## src/rtl/spi_rf_pkg.sv

```systemverilog
package spi_rf_pkg;

  localparam int REG_RX   = 0;
  localparam int REG_TX   = 1;
  localparam int REG_CTRL = 2;
  localparam int REG_CFG  = 3;
  localparam int REG_IEN  = 4;
  localparam int REG_STAT = 5;

  localparam int CB_EN   = 0;
  localparam int CB_XCH  = 1;
  localparam int CB_SMC  = 2;
  localparam int CB_MODE = 4;
  localparam int CB_SEL  = 12;

  localparam int ST_TXE   = 0;
  localparam int ST_TXRM  = 1;
  localparam int ST_RXRDY = 2;
  localparam int ST_TXF   = 3;
  localparam int ST_RXF   = 4;
  localparam int ST_OVF   = 5;
  localparam int ST_TC    = 6;

  localparam logic [31:0] RX_EMPTY_WORD = 32'hDEADBEEF;

  // Channel select field of a control word.
  function automatic int chan_sel(input logic [31:0] c, input int selw);
    return int'((c >> CB_SEL) & ((32'd1 << selw) - 32'd1));
  endfunction

  // Master flag of the selected channel.
  function automatic logic chan_is_master(input logic [31:0] c, input int selw);
    return c[CB_MODE + chan_sel(c, selw)];
  endfunction

endpackage

```

## src/rtl/spi_rf_fifo.sv

```systemverilog
module spi_rf_fifo #(
  parameter int DEPTH = 64,
  parameter int WIDTH = 32
) (
  input  logic             clk,
  input  logic             rst_n,
  input  logic             flush,
  input  logic             push,
  input  logic [WIDTH-1:0] wdata,
  input  logic             pop,
  output logic [WIDTH-1:0] rdata,
  output logic             empty,
  output logic             full
);
  localparam int PW = $clog2(DEPTH);
  localparam int CW = PW + 1;

  logic [WIDTH-1:0] mem [DEPTH];
  logic [PW-1:0]    wptr, rptr;
  logic [CW-1:0]    count;
  logic             push_ok, pop_ok;

  function automatic logic [PW-1:0] ptr_next(input logic [PW-1:0] p);
    return (p == PW'(DEPTH - 1)) ? '0 : p + PW'(1);
  endfunction

  assign empty   = (count == '0);
  assign full    = (count == CW'(DEPTH));
  assign push_ok = push & ~full;
  assign pop_ok  = pop & ~empty;
  assign rdata   = mem[rptr];

  always_ff @(posedge clk) begin
    if (push_ok && !flush) mem[wptr] <= wdata;
  end

  always_ff @(posedge clk or negedge rst_n) begin
    if (!rst_n) begin
      wptr  <= '0;
      rptr  <= '0;
      count <= '0;
    end else if (flush) begin
      wptr  <= '0;
      rptr  <= '0;
      count <= '0;
    end else begin
      if (push_ok) wptr <= ptr_next(wptr);
      if (pop_ok)  rptr <= ptr_next(rptr);
      case ({push_ok, pop_ok})
        2'b10:   count <= count + CW'(1);
        2'b01:   count <= count - CW'(1);
        default: count <= count;
      endcase
    end
  end

  assert_drop_when_full_R7: assert property (@(posedge clk) disable iff (!rst_n)
    (push && full && !pop && !flush) |=> $stable(count));

  assert_flush_empties_R3: assert property (@(posedge clk) disable iff (!rst_n)
    flush |=> empty);

endmodule

```

## src/rtl/spi_rf_status.sv

```systemverilog
module spi_rf_status
  import spi_rf_pkg::*;
(
  input  logic        clk,
  input  logic        rst_n,
  input  logic        flush,
  input  logic        tx_empty,
  input  logic        tx_full,
  input  logic        rx_empty,
  input  logic        rx_full,
  input  logic        ovf_set,
  input  logic        tc_set,
  input  logic        clr_ovf,
  input  logic        clr_tc,
  input  logic [31:0] ien,
  output logic [31:0] status,
  output logic        irq
);
  logic ovf_q, tc_q;

  always_ff @(posedge clk or negedge rst_n) begin
    if (!rst_n) begin
      ovf_q <= 1'b0;
      tc_q  <= 1'b0;
    end else if (flush) begin
      ovf_q <= 1'b0;
      tc_q  <= 1'b0;
    end else begin
      ovf_q <= (ovf_q & ~clr_ovf) | ovf_set;
      tc_q  <= (tc_q & ~clr_tc) | tc_set;
    end
  end

  always_comb begin
    status           = '0;
    status[ST_TXE]   = tx_empty;
    status[ST_TXRM]  = ~tx_full;
    status[ST_RXRDY] = ~rx_empty;
    status[ST_TXF]   = tx_full;
    status[ST_RXF]   = rx_full;
    status[ST_OVF]   = ovf_q;
    status[ST_TC]    = tc_q;
  end

  assign irq = |(status & ien);

  assert_w1c_clears_R5: assert property (@(posedge clk) disable iff (!rst_n)
    (clr_ovf && !ovf_set) |=> !status[ST_OVF]);

  assert_done_sets_tc_R13: assert property (@(posedge clk) disable iff (!rst_n)
    (tc_set && !flush) |=> status[ST_TC]);

endmodule

```

## src/rtl/spi_regfront.sv

```systemverilog
module spi_regfront
  import spi_rf_pkg::*;
#(
  parameter int ADDR_W     = 8,
  parameter int NUM_CS     = 4,
  parameter int FIFO_DEPTH = 64
) (
  input  logic              clk,
  input  logic              rst_n,
  input  logic              bus_wr,
  input  logic              bus_rd,
  input  logic [ADDR_W-1:0] bus_addr,
  input  logic [31:0]       bus_wdata,
  output logic [31:0]       bus_rdata,
  output logic              irq,
  output logic [NUM_CS-1:0] cs_n,
  output logic              xfer_start,
  input  logic              xfer_done,
  input  logic              tx_pop,
  output logic [31:0]       tx_word,
  input  logic              rx_push,
  input  logic [31:0]       rx_word
);
  localparam int IDX_W = ADDR_W - 2;
  localparam int SEL_W = (NUM_CS > 1) ? $clog2(NUM_CS) : 1;
  localparam logic [IDX_W-1:0] I_RX   = IDX_W'(REG_RX);
  localparam logic [IDX_W-1:0] I_TX   = IDX_W'(REG_TX);
  localparam logic [IDX_W-1:0] I_CTRL = IDX_W'(REG_CTRL);
  localparam logic [IDX_W-1:0] I_CFG  = IDX_W'(REG_CFG);
  localparam logic [IDX_W-1:0] I_IEN  = IDX_W'(REG_IEN);
  localparam logic [IDX_W-1:0] I_STAT = IDX_W'(REG_STAT);

  logic [IDX_W-1:0]  idx;
  logic              unused_addr_lsb;
  logic [31:0]       ctrl_q, cfg_q, ien_q, rdata_q, status_w, rd_val, rx_head;
  logic [NUM_CS-1:0] cs_q;
  logic              start_q, en_q;
  logic              tx_empty, tx_full, rx_empty, rx_full;
  // named internal events
  logic ev_ctrl_wr, ev_soft_rst, ev_ctrl_on, ev_new_master;
  logic ev_tx_wr, ev_rx_pop, ev_start_ctrl, ev_start_tx, ev_xch_clr;
  logic ev_cfg_wr, ev_ien_wr, ev_stat_wr, ev_rx_ovf;

  assign idx             = bus_addr[ADDR_W-1:2];
  assign unused_addr_lsb = ^bus_addr[1:0];
  assign en_q            = ctrl_q[CB_EN];

  assign ev_ctrl_wr    = bus_wr && idx == I_CTRL;
  assign ev_soft_rst   = ev_ctrl_wr && !bus_wdata[CB_EN];
  assign ev_ctrl_on    = ev_ctrl_wr && bus_wdata[CB_EN];
  assign ev_new_master = chan_is_master(bus_wdata, SEL_W);
  assign ev_tx_wr      = bus_wr && en_q && idx == I_TX;
  assign ev_cfg_wr     = bus_wr && en_q && idx == I_CFG;
  assign ev_ien_wr     = bus_wr && en_q && idx == I_IEN;
  assign ev_stat_wr    = bus_wr && en_q && idx == I_STAT;
  assign ev_rx_pop     = bus_rd && en_q && idx == I_RX && !rx_empty;
  assign ev_rx_ovf     = rx_push && rx_full;
  assign ev_xch_clr    = xfer_done && tx_empty;

  assign ev_start_ctrl = ev_ctrl_on && ev_new_master &&
    ((bus_wdata[CB_SMC] && !ctrl_q[CB_SMC] && !tx_empty) ||
     (bus_wdata[CB_XCH] && !ctrl_q[CB_XCH] && !bus_wdata[CB_SMC]));
  assign ev_start_tx   = ev_tx_wr && !tx_full &&
    chan_is_master(ctrl_q, SEL_W) && ctrl_q[CB_SMC];

  spi_rf_fifo #(.DEPTH(FIFO_DEPTH), .WIDTH(32)) u_txq (
    .clk(clk), .rst_n(rst_n), .flush(ev_soft_rst),
    .push(ev_tx_wr), .wdata(bus_wdata), .pop(tx_pop), .rdata(tx_word),
    .empty(tx_empty), .full(tx_full));

  spi_rf_fifo #(.DEPTH(FIFO_DEPTH), .WIDTH(32)) u_rxq (
    .clk(clk), .rst_n(rst_n), .flush(ev_soft_rst),
    .push(rx_push), .wdata(rx_word), .pop(ev_rx_pop), .rdata(rx_head),
    .empty(rx_empty), .full(rx_full));

  spi_rf_status u_stat (
    .clk(clk), .rst_n(rst_n), .flush(ev_soft_rst),
    .tx_empty(tx_empty), .tx_full(tx_full), .rx_empty(rx_empty), .rx_full(rx_full),
    .ovf_set(ev_rx_ovf), .tc_set(xfer_done),
    .clr_ovf(ev_stat_wr && bus_wdata[ST_OVF]), .clr_tc(ev_stat_wr && bus_wdata[ST_TC]),
    .ien(ien_q), .status(status_w), .irq(irq));

  always_ff @(posedge clk or negedge rst_n) begin
    if (!rst_n) begin
      ctrl_q  <= '0;
      cfg_q   <= '0;
      ien_q   <= '0;
      cs_q    <= '1;
      start_q <= 1'b0;
    end else begin
      start_q <= ev_start_ctrl || ev_start_tx;
      if (ev_ctrl_wr) begin
        ctrl_q <= bus_wdata;
      end else if (ev_xch_clr) begin
        ctrl_q[CB_XCH] <= 1'b0;
      end
      if (ev_soft_rst) begin
        cfg_q <= '0;
        ien_q <= '0;
        cs_q  <= '1;
      end else begin
        if (ev_cfg_wr) cfg_q <= bus_wdata;
        if (ev_ien_wr) ien_q <= bus_wdata;
        if (ev_ctrl_on && ev_new_master)
          cs_q <= ~(NUM_CS'(1) << chan_sel(bus_wdata, SEL_W));
      end
    end
  end

  always_comb begin
    case (idx)
      I_RX:    rd_val = !en_q ? 32'd0 : (rx_empty ? RX_EMPTY_WORD : rx_head);
      I_CTRL:  rd_val = ctrl_q;
      I_CFG:   rd_val = cfg_q;
      I_IEN:   rd_val = ien_q;
      I_STAT:  rd_val = status_w;
      default: rd_val = 32'd0;
    endcase
  end

  always_ff @(posedge clk or negedge rst_n) begin
    if (!rst_n)      rdata_q <= '0;
    else if (bus_rd) rdata_q <= rd_val;
  end

  assign bus_rdata  = rdata_q;
  assign cs_n       = cs_q;
  assign xfer_start = start_q;

  assert_cs_onehot_R8: assert property (@(posedge clk) disable iff (!rst_n)
    $onehot0(~cs_n));

  assert_start_needs_en_R9: assert property (@(posedge clk) disable iff (!rst_n)
    xfer_start |-> ctrl_q[CB_EN]);

  assert_disabled_ignore_R2: assert property (@(posedge clk) disable iff (!rst_n)
    (bus_wr && !en_q && idx == I_IEN) |=> $stable(ien_q));

  assert_soft_reset_R3: assert property (@(posedge clk) disable iff (!rst_n)
    ev_soft_rst |=> (cs_n == '1 && status_w == 32'h3 && !xfer_start));

endmodule

```

## config.mk

```make
export PLATFORM = sky130hd
export DESIGN_NAME = spi_regfront
export DESIGN_NICKNAME = d
export VERILOG_FILES = /design/src/rtl/spi_rf_pkg.sv /design/src/rtl/spi_rf_fifo.sv /design/src/rtl/spi_rf_status.sv /design/src/rtl/spi_regfront.sv
export SDC_FILE = /design/constraint.sdc
export NUM_CORES = 2
export LEC_CHECK = 0
export BUFFER_PORTS_ARGS = -buffer_cell sky130_fd_sc_hd__buf_2
export CAP_MARGIN = 40
export CORE_ASPECT_RATIO = 1.25
export CORE_MARGIN = 1
export CORE_UTILIZATION = 30
export DETAILED_ROUTE_END_ITERATION = 10
export PLACE_DENSITY = 0.53
export SETUP_SLACK_MARGIN = 0.15
export SKIP_LAST_GASP = 1
export SLEW_MARGIN = 20
export SYNTH_ARGS = -nofsm -noshare
export SYNTH_HDL_FRONTEND = slang
export SYNTH_HIERARCHICAL = 1
export SYNTH_SLANG_ARGS = --single-unit
```

## constraint.sdc

```tcl
create_clock -name clk -period 6.23 [get_ports clk]
set_input_delay 0.3115 -clock clk [delete_from_list [all_inputs] [get_ports clk]]
set_output_delay 0.3115 -clock clk [all_outputs]
set_load 0.02 [all_outputs]
```

==> flow_metrics.env <==
export IMPL_final_cell_mix="4,096 x edfxtp_1, 800 x mux4_2, 492 x mux2i_1"
export IMPL_power_density_nw_per_um2=360
export IMPL_initialDrtViolationCount=8811
export IMPL_core_area_sq_um=548000
export IMPL_antenna_found_initial=29
export IMPL_ys_ff_latch=4269
export IMPL_die_h_microns=832
export IMPL_drc_errors=0
export IMPL_synth_seq_area_share_pct=77.0
export IMPL_post_cts_resized=0
export IMPL_p_leak_nw=59.6
export IMPL_synth_compound_area_share_pct=4.71
export IMPL_final_seq_area_sq_um=127000
export IMPL_synthArstFlopShare_pct=4.05
export IMPL_grt_pass1_wl_microns=670000
export IMPL_path_max_fanout=95
export IMPL_cts_setup_buffers=0
export IMPL_yosys_cell_types_count=79
export IMPL_cts_made_buffers=439
export IMPL_wl_microns=482000
export IMPL_first_pass_iters=5
export IMPL_syn_area_sq_um=165000
export IMPL_grt_overflow=0
export IMPL_cts_tree="built"
export IMPL_rsz0062_at_grt="false"
export IMPL_max_slew_margin_pct=30.3
export IMPL_cts_hold_buffers_added=34
export IMPL_setup_viol=0
export IMPL_synthSimpleGateAreaFrac_pct=2.12
export IMPL_wire_per_inst_microns=29.6
export IMPL_fin_skew_ps=51.5
export IMPL_cp_arrival_ps=4970
export IMPL_synth_mux_area_share_pct=14.3
export IMPL_ant_nets=0
export IMPL_hold_violations=0
export IMPL_synth_adder_area_share_pct=0.130
export IMPL_io_pins=149
export IMPL_gp_congestion=0.822
export IMPL_port_buffers=146
export IMPL_area_growth_pct=16.5
export IMPL_status="finished clean"
export IMPL_avgSynthCellArea_sq_um=20.7
export IMPL_drive_above_1_share_pct=24.8
export IMPL_synthCells=7972
export IMPL_path_class="reg -> out"
export IMPL_num_vias=84500
export IMPL_synth_top_family_by_area="multiplexers"
export IMPL_finalCriticalPeriod_ps=5280
export IMPL_clk_pin_slew_ps=60
export IMPL_dieWidth_microns=666
export IMPL_whs_ps=20.3
export IMPL_grt_use_total_pct=16.9
export IMPL_initial_core_util_pct=30.2
export IMPL_cp_start_kind="register"
export IMPL_synthFlopType="edfxtp_1"
export IMPL_rows=304
export IMPL_mostFrequentLayoutCell="edfxtp_1"
export IMPL_slew_viol_final=0
export IMPL_cap_violations=0
export IMPL_grt_max_degree=136
export IMPL_nets=8684
export IMPL_avgViaCountPerCell=5.18
export IMPL_ir_worst_vdd_mv=0.315
export IMPL_worst_hold_path_type="in -> reg"
export IMPL_multi_input_area_sq_um=36400
export IMPL_fin_util_pct=35.1
export IMPL_insertion_delay_ps=990
export IMPL_htree_levels=5
export IMPL_fin_crit_sh_pct=84.7
export IMPL_setup_tns_ps=0
export IMPL_yosys_warnings=6
export IMPL_crit_path_end_kind="output port"
export IMPL_clock_sinks=4269
export IMPL_grt_pass1_vias=86200
export IMPL_synth_edff_count=4096
export IMPL_synthXorXnorAreaFrac_pct=0.0832
export IMPL_tightest_slew_ps=1040
export IMPL_hpwl_microns=286000
export IMPL_clock_path_buffers=4
export IMPL_root_buffer="clkbuf_16"
export IMPL_cp_required_ps=5920
export IMPL_max_freq_mhz=189
export IMPL_dieArea_sq_um=554000
export IMPL_nFillCells=50900
==> metrics by stage <==
stage / total power [mW] / cell area, sq um / instances / setup WS (ps)
finish: 69.4 / 193000 / 16300 / 953
global route: 71.4 / 193000 / 16300 / 856
CTS: 69.9 / 192000 / 16200 / 917
detailed placement: 45.0 / 178000 / 15400 / 1670
global placement: 44.7 / 177000 / 15400 / 1650
floorplan: 39.4 / 165000 / 7996 / 1670
==> layout make-up <==
class,count,share of cell area [%]
Antenna cell,24,0.0312
Clock buffer,556,6.00
Clock inverter,242,1.02
Inverter,27,0.0526
Multi-Input combinational cell,3199,18.9
Sequential cell,4269,66.1
Tap cell,7344,4.77
Timing Repair Buffer,653,3.15
==> worst max-delay path: stages, from the launching register on <==
cell and delay, ps:
dfrtp_4 970, buf_12 540, nor2_2 260, buf_4 310
a221oi_1 490, a22oi_1 220, o2111ai_1 410, and3_1 390
buf_2 230
==> Yosys cell counts (all sizes together), types with 44 or more instances <==
master     n  area [sq um]
a21oi    158           798
dfrtp    169          4230
a22oi    312          2340
a22o      88           771
clkbuf   197           743
a221oi    66           591
buf      304          1950
o21ai     73           365
mux4     800         18000
nor2     237           895
mux2i    492          4920
nand2    154           578
o221ai    64           561
a31oi     67           419
edfxtp  4096        123000
mux2      59           664
nor2b     44           275
nand3    149           746
==> flip-flops by register name, summed over array words and instances (netlist names) <==
signal	count
u_txq/wptr	6
bus_rdata	32
u_txq/count	7
cs_n	4
u_rxq/wptr	6
ien_q	32
u_stat/ovf_q	1
u_rxq/rptr	6
u_stat/tc_q	1
u_rxq/mem	2048
u_txq/mem	2048
u_txq/rptr	6
u_rxq/count	7
cfg_q	32
xfer_start	1
ctrl_q	32
==> power breakdown <==
group / switching (mW) / internal [mW]
Clock: 10.9 / 14.1
Combinational: 7.96 / 4.00
Sequential: 0.435 / 32.0
Total: 19.3 / 50.1
==> cell families (layout without fill, tap and decap cells) <==
kind of cell    after synthesis  in the layout
compound gates             1057           1057
xor+xnor                     14             14
buf+inv                     528           1478
fa+ha+maj                    16             16
flops                      4269           4269
other cells                   1             49
simple gates                736            736
mux                        1351           1351
==> worst paths after layout <==
kind	from	to	slack, ps	depth (start not counted)
worst max-delay path	u_txq/rptr[1]	tx_word[23]	950	8
worst min-delay path	rx_word[27]	u_rxq/mem[56][27]	20	2
worst max register to register	u_rxq/rptr[0]	bus_rdata[22]	1850	8
worst min register to register	ctrl_q[30]	ctrl_q[30]	500	1
max in group asynchronous	rst_n	cfg_q[12]	5010	5
min in group asynchronous	rst_n	cs_n[1]	510	3
==> routing by layer <==
metal	track usage (%)	vias to the layer above	routed length, microns	share of wire [%]
met5	0	-	70	0.015
met1	21.3	45800	188000	39
li1	-	34700	-	-
met3	2.55	792	30400	6.3
met4	6.38	12	21000	4.4
met2	29.4	3107	243000	50
(Power assumes the default switching activity.)
